==> src/rtl/pac_pkg.sv <==
package pac_pkg;

    typedef enum logic [1:0] {
        HIT_NONE = 2'd0,
        HIT_FAST = 2'd1,
        HIT_SLOW = 2'd2,
        HIT_MISS = 2'd3
    } hit_kind_e;

    typedef enum logic [1:0] {
        ST_IDLE = 2'd0,
        ST_PRI  = 2'd1,
        ST_ALT  = 2'd2,
        ST_FILL = 2'd3
    } ctrl_state_e;

endpackage

==> src/rtl/pac_line_store.sv <==
module pac_line_store #(
    parameter int IDX_W  = 4,
    parameter int TAGX_W = 9,
    parameter int DATA_W = 32
) (
    input  logic              clk,
    input  logic              rst_n,
    input  logic [IDX_W-1:0]  rd_idx,
    output logic              rd_vld,
    output logic [TAGX_W-1:0] rd_tag,
    output logic [DATA_W-1:0] rd_data,
    input  logic              wa_en,
    input  logic [IDX_W-1:0]  wa_idx,
    input  logic              wa_vld,
    input  logic [TAGX_W-1:0] wa_tag,
    input  logic [DATA_W-1:0] wa_data,
    input  logic              wb_en,
    input  logic [IDX_W-1:0]  wb_idx,
    input  logic              wb_vld,
    input  logic [TAGX_W-1:0] wb_tag,
    input  logic [DATA_W-1:0] wb_data
);
    localparam int LINES = 1 << IDX_W;

    logic [LINES-1:0]  vld_d, vld_q;
    logic [TAGX_W-1:0] tag_d  [LINES];
    logic [TAGX_W-1:0] tag_q  [LINES];
    logic [DATA_W-1:0] data_d [LINES];
    logic [DATA_W-1:0] data_q [LINES];

    always_comb begin
        vld_d  = vld_q;
        tag_d  = tag_q;
        data_d = data_q;
        if (wa_en) begin
            vld_d[wa_idx]  = wa_vld;
            tag_d[wa_idx]  = wa_tag;
            data_d[wa_idx] = wa_data;
        end
        if (wb_en) begin
            vld_d[wb_idx]  = wb_vld;
            tag_d[wb_idx]  = wb_tag;
            data_d[wb_idx] = wb_data;
        end
    end

    always_ff @(posedge clk) begin
        if (!rst_n) vld_q <= '0;
        else        vld_q <= vld_d;
    end

    always_ff @(posedge clk) begin
        tag_q  <= tag_d;
        data_q <= data_d;
    end

    assign rd_vld  = vld_q[rd_idx];
    assign rd_tag  = tag_q[rd_idx];
    assign rd_data = data_q[rd_idx];


    dual_write_chk: assert property (@(posedge clk) disable iff (!rst_n)
        (wa_en && wb_en) |-> (wa_idx != wb_idx));

endmodule

==> src/rtl/pac_tag_match.sv <==
module pac_tag_match #(
    parameter int TAGX_W = 9
) (
    input  logic              line_vld,
    input  logic [TAGX_W-1:0] line_tag,
    input  logic [TAGX_W-1:0] probe_tag,
    output logic              hit
);
    assign hit = line_vld && (line_tag == probe_tag);
endmodule

==> src/rtl/pac_ctrl.sv <==
module pac_ctrl
    import pac_pkg::*;
#(
    parameter int ADDR_W = 12,
    parameter int IDX_W  = 4,
    parameter int DATA_W = 32,
    localparam int TAGX_W = ADDR_W - IDX_W + 1
) (
    input  logic              clk,
    input  logic              rst_n,
    input  logic              req_valid,
    input  logic [ADDR_W-1:0] req_addr,
    output logic              req_ready,
    output logic              rsp_valid,
    output logic [DATA_W-1:0] rsp_data,
    output logic [1:0]        rsp_kind,
    output logic              mem_req,
    output logic [ADDR_W-1:0] mem_addr,
    input  logic              mem_valid,
    input  logic [DATA_W-1:0] mem_data,
    output logic [IDX_W-1:0]  rd_idx,
    input  logic              rd_vld,
    input  logic [TAGX_W-1:0] rd_tag,
    input  logic [DATA_W-1:0] rd_data,
    output logic [TAGX_W-1:0] probe_tag,
    input  logic              probe_hit,
    output logic              wa_en,
    output logic [IDX_W-1:0]  wa_idx,
    output logic              wa_vld,
    output logic [TAGX_W-1:0] wa_tag,
    output logic [DATA_W-1:0] wa_data,
    output logic              wb_en,
    output logic [IDX_W-1:0]  wb_idx,
    output logic              wb_vld,
    output logic [TAGX_W-1:0] wb_tag,
    output logic [DATA_W-1:0] wb_data
);
    localparam logic [IDX_W-1:0] FLIP = IDX_W'(1) << (IDX_W - 1);

    typedef struct packed {
        ctrl_state_e       st;
        logic [ADDR_W-1:0] addr;
        logic              held_vld;
        logic [TAGX_W-1:0] held_tag;
        logic [DATA_W-1:0] held_data;
        logic              rsp_vld;
        hit_kind_e         kind;
        logic [DATA_W-1:0] rsp_data;
        logic              mem_req;
    } ctrl_t;

    ctrl_t d, q;

    logic [IDX_W-1:0] pri_idx, alt_idx;

    assign pri_idx   = q.addr[IDX_W-1:0];
    assign alt_idx   = pri_idx ^ FLIP;
    assign probe_tag = q.addr[ADDR_W-1:IDX_W-1];
    assign rd_idx    = (q.st == ST_ALT) ? alt_idx : pri_idx;

    always_comb begin
        d         = q;
        d.rsp_vld = 1'b0;
        d.kind    = HIT_NONE;
        wa_en   = 1'b0;
        wa_idx  = pri_idx;
        wa_vld  = 1'b0;
        wa_tag  = '0;
        wa_data = '0;
        wb_en   = 1'b0;
        wb_idx  = alt_idx;
        wb_vld  = 1'b0;
        wb_tag  = '0;
        wb_data = '0;
        case (q.st)
            ST_IDLE: begin
                if (req_valid) begin
                    d.addr = req_addr;
                    d.st   = ST_PRI;
                end
            end
            ST_PRI: begin
                if (probe_hit) begin
                    d.rsp_vld  = 1'b1;
                    d.kind     = HIT_FAST;
                    d.rsp_data = rd_data;
                    d.st       = ST_IDLE;
                end else begin
                    d.held_vld  = rd_vld;
                    d.held_tag  = rd_tag;
                    d.held_data = rd_data;
                    d.st        = ST_ALT;
                end
            end
            ST_ALT: begin
                if (probe_hit) begin
                    d.rsp_vld  = 1'b1;
                    d.kind     = HIT_SLOW;
                    d.rsp_data = rd_data;
                    d.st       = ST_IDLE;
                    wa_en   = 1'b1;
                    wa_vld  = 1'b1;
                    wa_tag  = rd_tag;
                    wa_data = rd_data;
                    wb_en   = 1'b1;
                    wb_vld  = q.held_vld;
                    wb_tag  = q.held_tag;
                    wb_data = q.held_data;
                end else begin
                    d.mem_req = 1'b1;
                    d.st      = ST_FILL;
                end
            end
            ST_FILL: begin
                if (mem_valid) begin
                    wa_en   = 1'b1;
                    wa_vld  = 1'b1;
                    wa_tag  = probe_tag;
                    wa_data = mem_data;
                    wb_en   = q.held_vld;
                    wb_vld  = 1'b1;
                    wb_tag  = q.held_tag;
                    wb_data = q.held_data;
                    d.rsp_vld  = 1'b1;
                    d.kind     = HIT_MISS;
                    d.rsp_data = mem_data;
                    d.mem_req  = 1'b0;
                    d.st       = ST_IDLE;
                end
            end
            default: d.st = ST_IDLE;
        endcase
    end

    always_ff @(posedge clk) begin
        if (!rst_n) q <= '0;
        else        q <= d;
    end

    assign req_ready = (q.st == ST_IDLE);
    assign rsp_valid = q.rsp_vld;
    assign rsp_data  = q.rsp_data;
    assign rsp_kind  = q.kind;
    assign mem_req   = q.mem_req;
    assign mem_addr  = q.addr;


    rsp_pulse_chk: assert property (@(posedge clk) disable iff (!rst_n)
        rsp_valid |=> !rsp_valid);


    busy_after_accept_chk: assert property (@(posedge clk) disable iff (!rst_n)
        (req_valid && req_ready) |=> (!req_ready && !rsp_valid));


    mem_hold_chk: assert property (@(posedge clk) disable iff (!rst_n)
        (mem_req && !mem_valid) |=> (mem_req && $stable(mem_addr)));


    miss_after_mem_chk: assert property (@(posedge clk) disable iff (!rst_n)
        (rsp_valid && rsp_kind == HIT_MISS) |-> $past(mem_valid));


    no_mem_on_hit_chk: assert property (@(posedge clk) disable iff (!rst_n)
        (rsp_valid && (rsp_kind == HIT_FAST || rsp_kind == HIT_SLOW)) |-> !mem_req);


    kind_idle_chk: assert property (@(posedge clk) disable iff (!rst_n)
        !rsp_valid |-> (rsp_kind == HIT_NONE));

endmodule

==> src/rtl/pseudo_assoc_cache.sv <==
module pseudo_assoc_cache #(
    parameter int ADDR_W = 12,
    parameter int IDX_W  = 4,
    parameter int DATA_W = 32
) (
    input  logic              clk,
    input  logic              rst_n,
    input  logic              req_valid,
    input  logic [ADDR_W-1:0] req_addr,
    output logic              req_ready,
    output logic              rsp_valid,
    output logic [DATA_W-1:0] rsp_data,
    output logic [1:0]        rsp_kind,
    output logic              mem_req,
    output logic [ADDR_W-1:0] mem_addr,
    input  logic              mem_valid,
    input  logic [DATA_W-1:0] mem_data
);
    localparam int TAGX_W = ADDR_W - IDX_W + 1;

    logic [IDX_W-1:0]  rd_idx;
    logic              rd_vld;
    logic [TAGX_W-1:0] rd_tag;
    logic [DATA_W-1:0] rd_data;
    logic [TAGX_W-1:0] probe_tag;
    logic              probe_hit;
    logic              wa_en, wa_vld, wb_en, wb_vld;
    logic [IDX_W-1:0]  wa_idx, wb_idx;
    logic [TAGX_W-1:0] wa_tag, wb_tag;
    logic [DATA_W-1:0] wa_data, wb_data;

    pac_line_store #(.IDX_W(IDX_W), .TAGX_W(TAGX_W), .DATA_W(DATA_W)) u_store (
        .clk(clk), .rst_n(rst_n),
        .rd_idx(rd_idx), .rd_vld(rd_vld), .rd_tag(rd_tag), .rd_data(rd_data),
        .wa_en(wa_en), .wa_idx(wa_idx), .wa_vld(wa_vld), .wa_tag(wa_tag), .wa_data(wa_data),
        .wb_en(wb_en), .wb_idx(wb_idx), .wb_vld(wb_vld), .wb_tag(wb_tag), .wb_data(wb_data)
    );

    pac_tag_match #(.TAGX_W(TAGX_W)) u_match (
        .line_vld(rd_vld), .line_tag(rd_tag), .probe_tag(probe_tag), .hit(probe_hit)
    );

    pac_ctrl #(.ADDR_W(ADDR_W), .IDX_W(IDX_W), .DATA_W(DATA_W)) u_ctrl (
        .clk(clk), .rst_n(rst_n),
        .req_valid(req_valid), .req_addr(req_addr), .req_ready(req_ready),
        .rsp_valid(rsp_valid), .rsp_data(rsp_data), .rsp_kind(rsp_kind),
        .mem_req(mem_req), .mem_addr(mem_addr), .mem_valid(mem_valid), .mem_data(mem_data),
        .rd_idx(rd_idx), .rd_vld(rd_vld), .rd_tag(rd_tag), .rd_data(rd_data),
        .probe_tag(probe_tag), .probe_hit(probe_hit),
        .wa_en(wa_en), .wa_idx(wa_idx), .wa_vld(wa_vld), .wa_tag(wa_tag), .wa_data(wa_data),
        .wb_en(wb_en), .wb_idx(wb_idx), .wb_vld(wb_vld), .wb_tag(wb_tag), .wb_data(wb_data)
    );

endmodule

==> config.mk <==
export PLATFORM = sky130hd
export DESIGN_NAME = pseudo_assoc_cache
export DESIGN_NICKNAME = d
export VERILOG_FILES = /design/src/rtl/pac_pkg.sv /design/src/rtl/pac_line_store.sv /design/src/rtl/pac_tag_match.sv /design/src/rtl/pac_ctrl.sv /design/src/rtl/pseudo_assoc_cache.sv
export SDC_FILE = /design/constraint.sdc
export NUM_CORES = 2
export LEC_CHECK = 0
export CORE_MARGIN = 4
export CORE_UTILIZATION = 53
export DETAILED_ROUTE_END_ITERATION = 8
export HOLD_SLACK_MARGIN = 0.06
export PLACE_DENSITY = 0.73
export SLEW_MARGIN = 25
export SYNTH_ARGS = -nofsm -noshare
export SYNTH_HDL_FRONTEND = slang
export SYNTH_SLANG_ARGS = --single-unit
==> constraint.sdc <==
create_clock -name clk -period 3.3 [get_ports clk]
set_input_delay 0.495 -clock clk [delete_from_list [all_inputs] [get_ports clk]]
set_output_delay 0.495 -clock clk [all_outputs]
set_load 0.005 [all_outputs]
==> results.md <==
* H-Tree Depth at 3
* Hold WC Path Type: in -> reg
* Clock Sinks at 764
* Slowest stage cell, crit path: or4_4
* Setup WS post-layout at -0.769 ns
* Sw power at 4.98 mW
* Port Buffers at 96
* Deepest clock path buffer count at 3
* Worst Reg-to-Reg Cells at 15
* Global-route wire length before repair at 201000 µm
* Commonest non-fill, non-tap cell in the layout: dfxtp_1
* Routed len/inst at 29.4 µm
* Maximum VDD drop at 0.000374 V
* Pre-antenna DRT Iters at 9
* Outcome: finished, violations left
* Asr flop ratio synth at 0
* Largest stage delay, worst path at 0.65 ns
* Post-Syn Nets at 3936
* Slew Limit Fails at 0
* Vias in the first global route at 32600
* Clock power frac at 0.464
* # hold bufs at CTS at 0
* Primary FF master, synth: dfxtp_1
* TritonCTS clock tree: done
* Worst-path cell chain: buf_12 > buf_4 > nor2_1 > a22oi_1 > nand4_1 > a32oi_1 > nand4_1 > or4_4 > buf_12 > buf_12 > a21oi_4 > buf_4 > buf_12 > mux2i_1 > o21ai_1
* DRC at 0
* Total global routing track utilization at 0.348
* Worst setup endpoint: u_store.data_q[441]
* Most frequent cell on the critical path: buf_12
* IO Pins at 97
* Max cap viols at 0
* Die width at 274 µm
* FP Rows at 97
* Synth unique cells at 57
* Ys Warns at 0
* Num CTS Buffers at 80
* Unrepaired setup endpoints after global routing: true
* Pin count of the biggest net entering global routing at 50
* Die area at 75000 µm²
* Worst-Skew Late Latency at 0.66 ns
* Fmax at 246 MHz
* Share of cells above drive strength 1 at 0.260
* Core box area at 70000 µm²
* CTS clk-pin slew, worst paths at 0.07 ns
* Clk_skew at 0.0244 ns
* Finish-stage setup viols at 748
* Iter 0 DRT Violations at 6274
* Gate power share at 0.075
* Final nets at 4131
* P_int at 15.4 mW
* Avg Inst Size Synth at 9.63 µm²
* WL final at 149000 µm
* Crit end category: flip-flop
* Via count at 34600
* Failing checks: setup timing
* Initial antenna violation count at 4
* Critical R2R Launch: u_ctrl.mem_addr[0]
* CP Launch Point: u_ctrl.mem_addr[0]
* Commonest cells after routing, fill and taps aside: dfxtp_1, mux2i_1, nand2_1
* Initial core utilization at 0.535
* Global placement routability congestion at 0.925
* Slew @ Worst Pin at 0.873 ns
* Hold Fails Final Rpt at 0
* Syn Std Cell Area at 37400 µm²
* Sequential Power Share at 0.462
* Worst slack at placement at -0.658 ns
* Power Total at 20.4 mW
* Clock root buffer: clkbuf_16
* Period utilization at 1.23
* Worst EP required at 3.83 ns
* R2R Setup Slk at -0.77 ns
* #FFs+latches synth at 764
* CP max FO at 14
* Mapped Cells at 3888
* Max_slew headroom at 0.418
* Startpoint Class: flip-flop
* Post-synth EDFFs at 0
* Seq/Total Area, Yosys at 0.409
* Area Growth Syn to Fin at 26.8%
* Min Clock Period, post-route at 4.07 ns
* Crit path DAT at 4.60 ns
* P_leak at 16.9 nW
* Setup CP Type: reg -> reg
* Vias per cell at 6.80
* Die H at 274 µm
* Hpwl dp at 80200 µm
* ANT nets after route at 0
* Worst r2r dst: u_store.data_q[441]
* Sw frac at 0.244
* Grt ovf at 0
* PwrDens at 430 nW/µm²
[worst min path at each step]
stage / endpoint / startpoint / cells after the start / slack [ns]
global placement: u_ctrl.rsp_data[25] / u_ctrl.rsp_data[25] / 2 / 0.44
detailed placement: u_ctrl.rsp_data[22] / u_ctrl.rsp_data[22] / 2 / 0.44
floorplan: u_store.tag_q[45] / u_store.tag_q[45] / 2 / 0.42
CTS: u_ctrl.mem_addr[5] / req_addr[5] / 3 / 0.39
global route: u_ctrl.mem_addr[5] / req_addr[5] / 3 / 0.39
finish: u_ctrl.mem_addr[3] / req_addr[3] / 3 / 0.40
[power groups by stage]
stage | clock, mW | combinational, mW | sequential [mW]
after floorplan | 0 | 0.819 | 9.54
after global placement | 0 | 1.36 | 9.61
after global routing | 9.82 | 1.56 | 9.42
after CTS | 9.44 | 1.40 | 9.40
after detailed placement | 0 | 1.37 | 9.61
final | 9.45 | 1.52 | 9.42
[per-stage QoR]
step	utilization	cell area [µm²]	hold slack, ns	cells	setup TNS [ns]
6_report	0.678	47500	0.404	5089	-381.31
5_1_grt	0.678	47500	0.394	5087	-444.50
4_1_cts	0.646	45200	0.392	4987	-234.88
3_5_place_dp	0.599	42000	0.442	4818	-342.96
3_3_place_gp	0.599	42000	0.436	4818	-309.06
2_1_floorplan	-	37700	0.420	3888	-55.80
[kinds of logic after synthesis]
group	share of synthesized area
AOI/OAI and AO/OA	0.133
buffers and inverters	0.0604
and+or+nand+nor	0.0962
DFF	0.409
muxes	0.300
xor gates and xnor gates	0.00164
[routing by layer]
layer  vias to the layer above  GRT usage  part of all wire
li1                      14300          -                 -
met1                     16500      0.442              0.35
met2                      2908      0.538              0.42
met3                       897     0.0896              0.14
met4                         6      0.199             0.082
met5                         -          0           0.00092
[area by class of cell]
class	instances	area (µm²)
clock buffers	117	2360
repair buffers	589	7340
fillers	4851	22600
well taps	940	1180
diodes	2	5.00
flip-flops and latches	764	15300
inverters	13	50.0
clock inverters	29	359
multi-input cells	2635	20900
[cell usage after synthesis (all sizes together), types with 2 or more instances]
cell       n  share of area
dfxtp    764           0.41
o21ai    588          0.079
mux2i    565           0.15
nand2    549          0.055
clkbuf   299          0.030
mux2     182          0.055
buf      178          0.029
nand3    178          0.024
mux4     157          0.094
nor2     111          0.011
a22oi     99          0.020
a21oi     40         0.0067
a22o      39         0.0091
o2bb2ai   31         0.0073
o22ai     20         0.0033
inv       13         0.0013
a211oi     8         0.0027
nand4      7         0.0012
nor2b      7         0.0012
xnor2      7         0.0016
nor3       5        0.00067
nand2b     4        0.00067
o211ai     4        0.00080
o31ai      4        0.00080
and2       3        0.00050
o2111ai    3        0.00070
a221oi     2        0.00047
a311oi     2        0.00047
o221a      2        0.00060
or2        2        0.00033
or3        2        0.00033
[worst max-delay path: cells and delay by family, from the launching register on]
family	cells	cell delay [ns]
mux	1	0.29
flops	1	0.43
simple gates	4	1.19
compound gates	4	1.00
buf+inv	6	1.05
[timing repair]
item	in CTS	in global routing
endpoints found under the setup margin	749	749
cloned	7	39
endpoints found under the hold margin	0	0
pin swaps	9	38
resized for setup	35	214
buffers inserted	16	62
[state kept, by name, indices dropped and copies added, names as in the netlist]
register,count
u_ctrl.rsp_valid,1
u_store.tag_q,144
u_store.data_q,512
u_ctrl.rsp_data,32
u_ctrl.mem_addr,12
u_ctrl.mem_req,1
u_store.vld_q,16
u_ctrl.rsp_kind,2
u_ctrl.q,44
(Power assumes the default switching activity.)
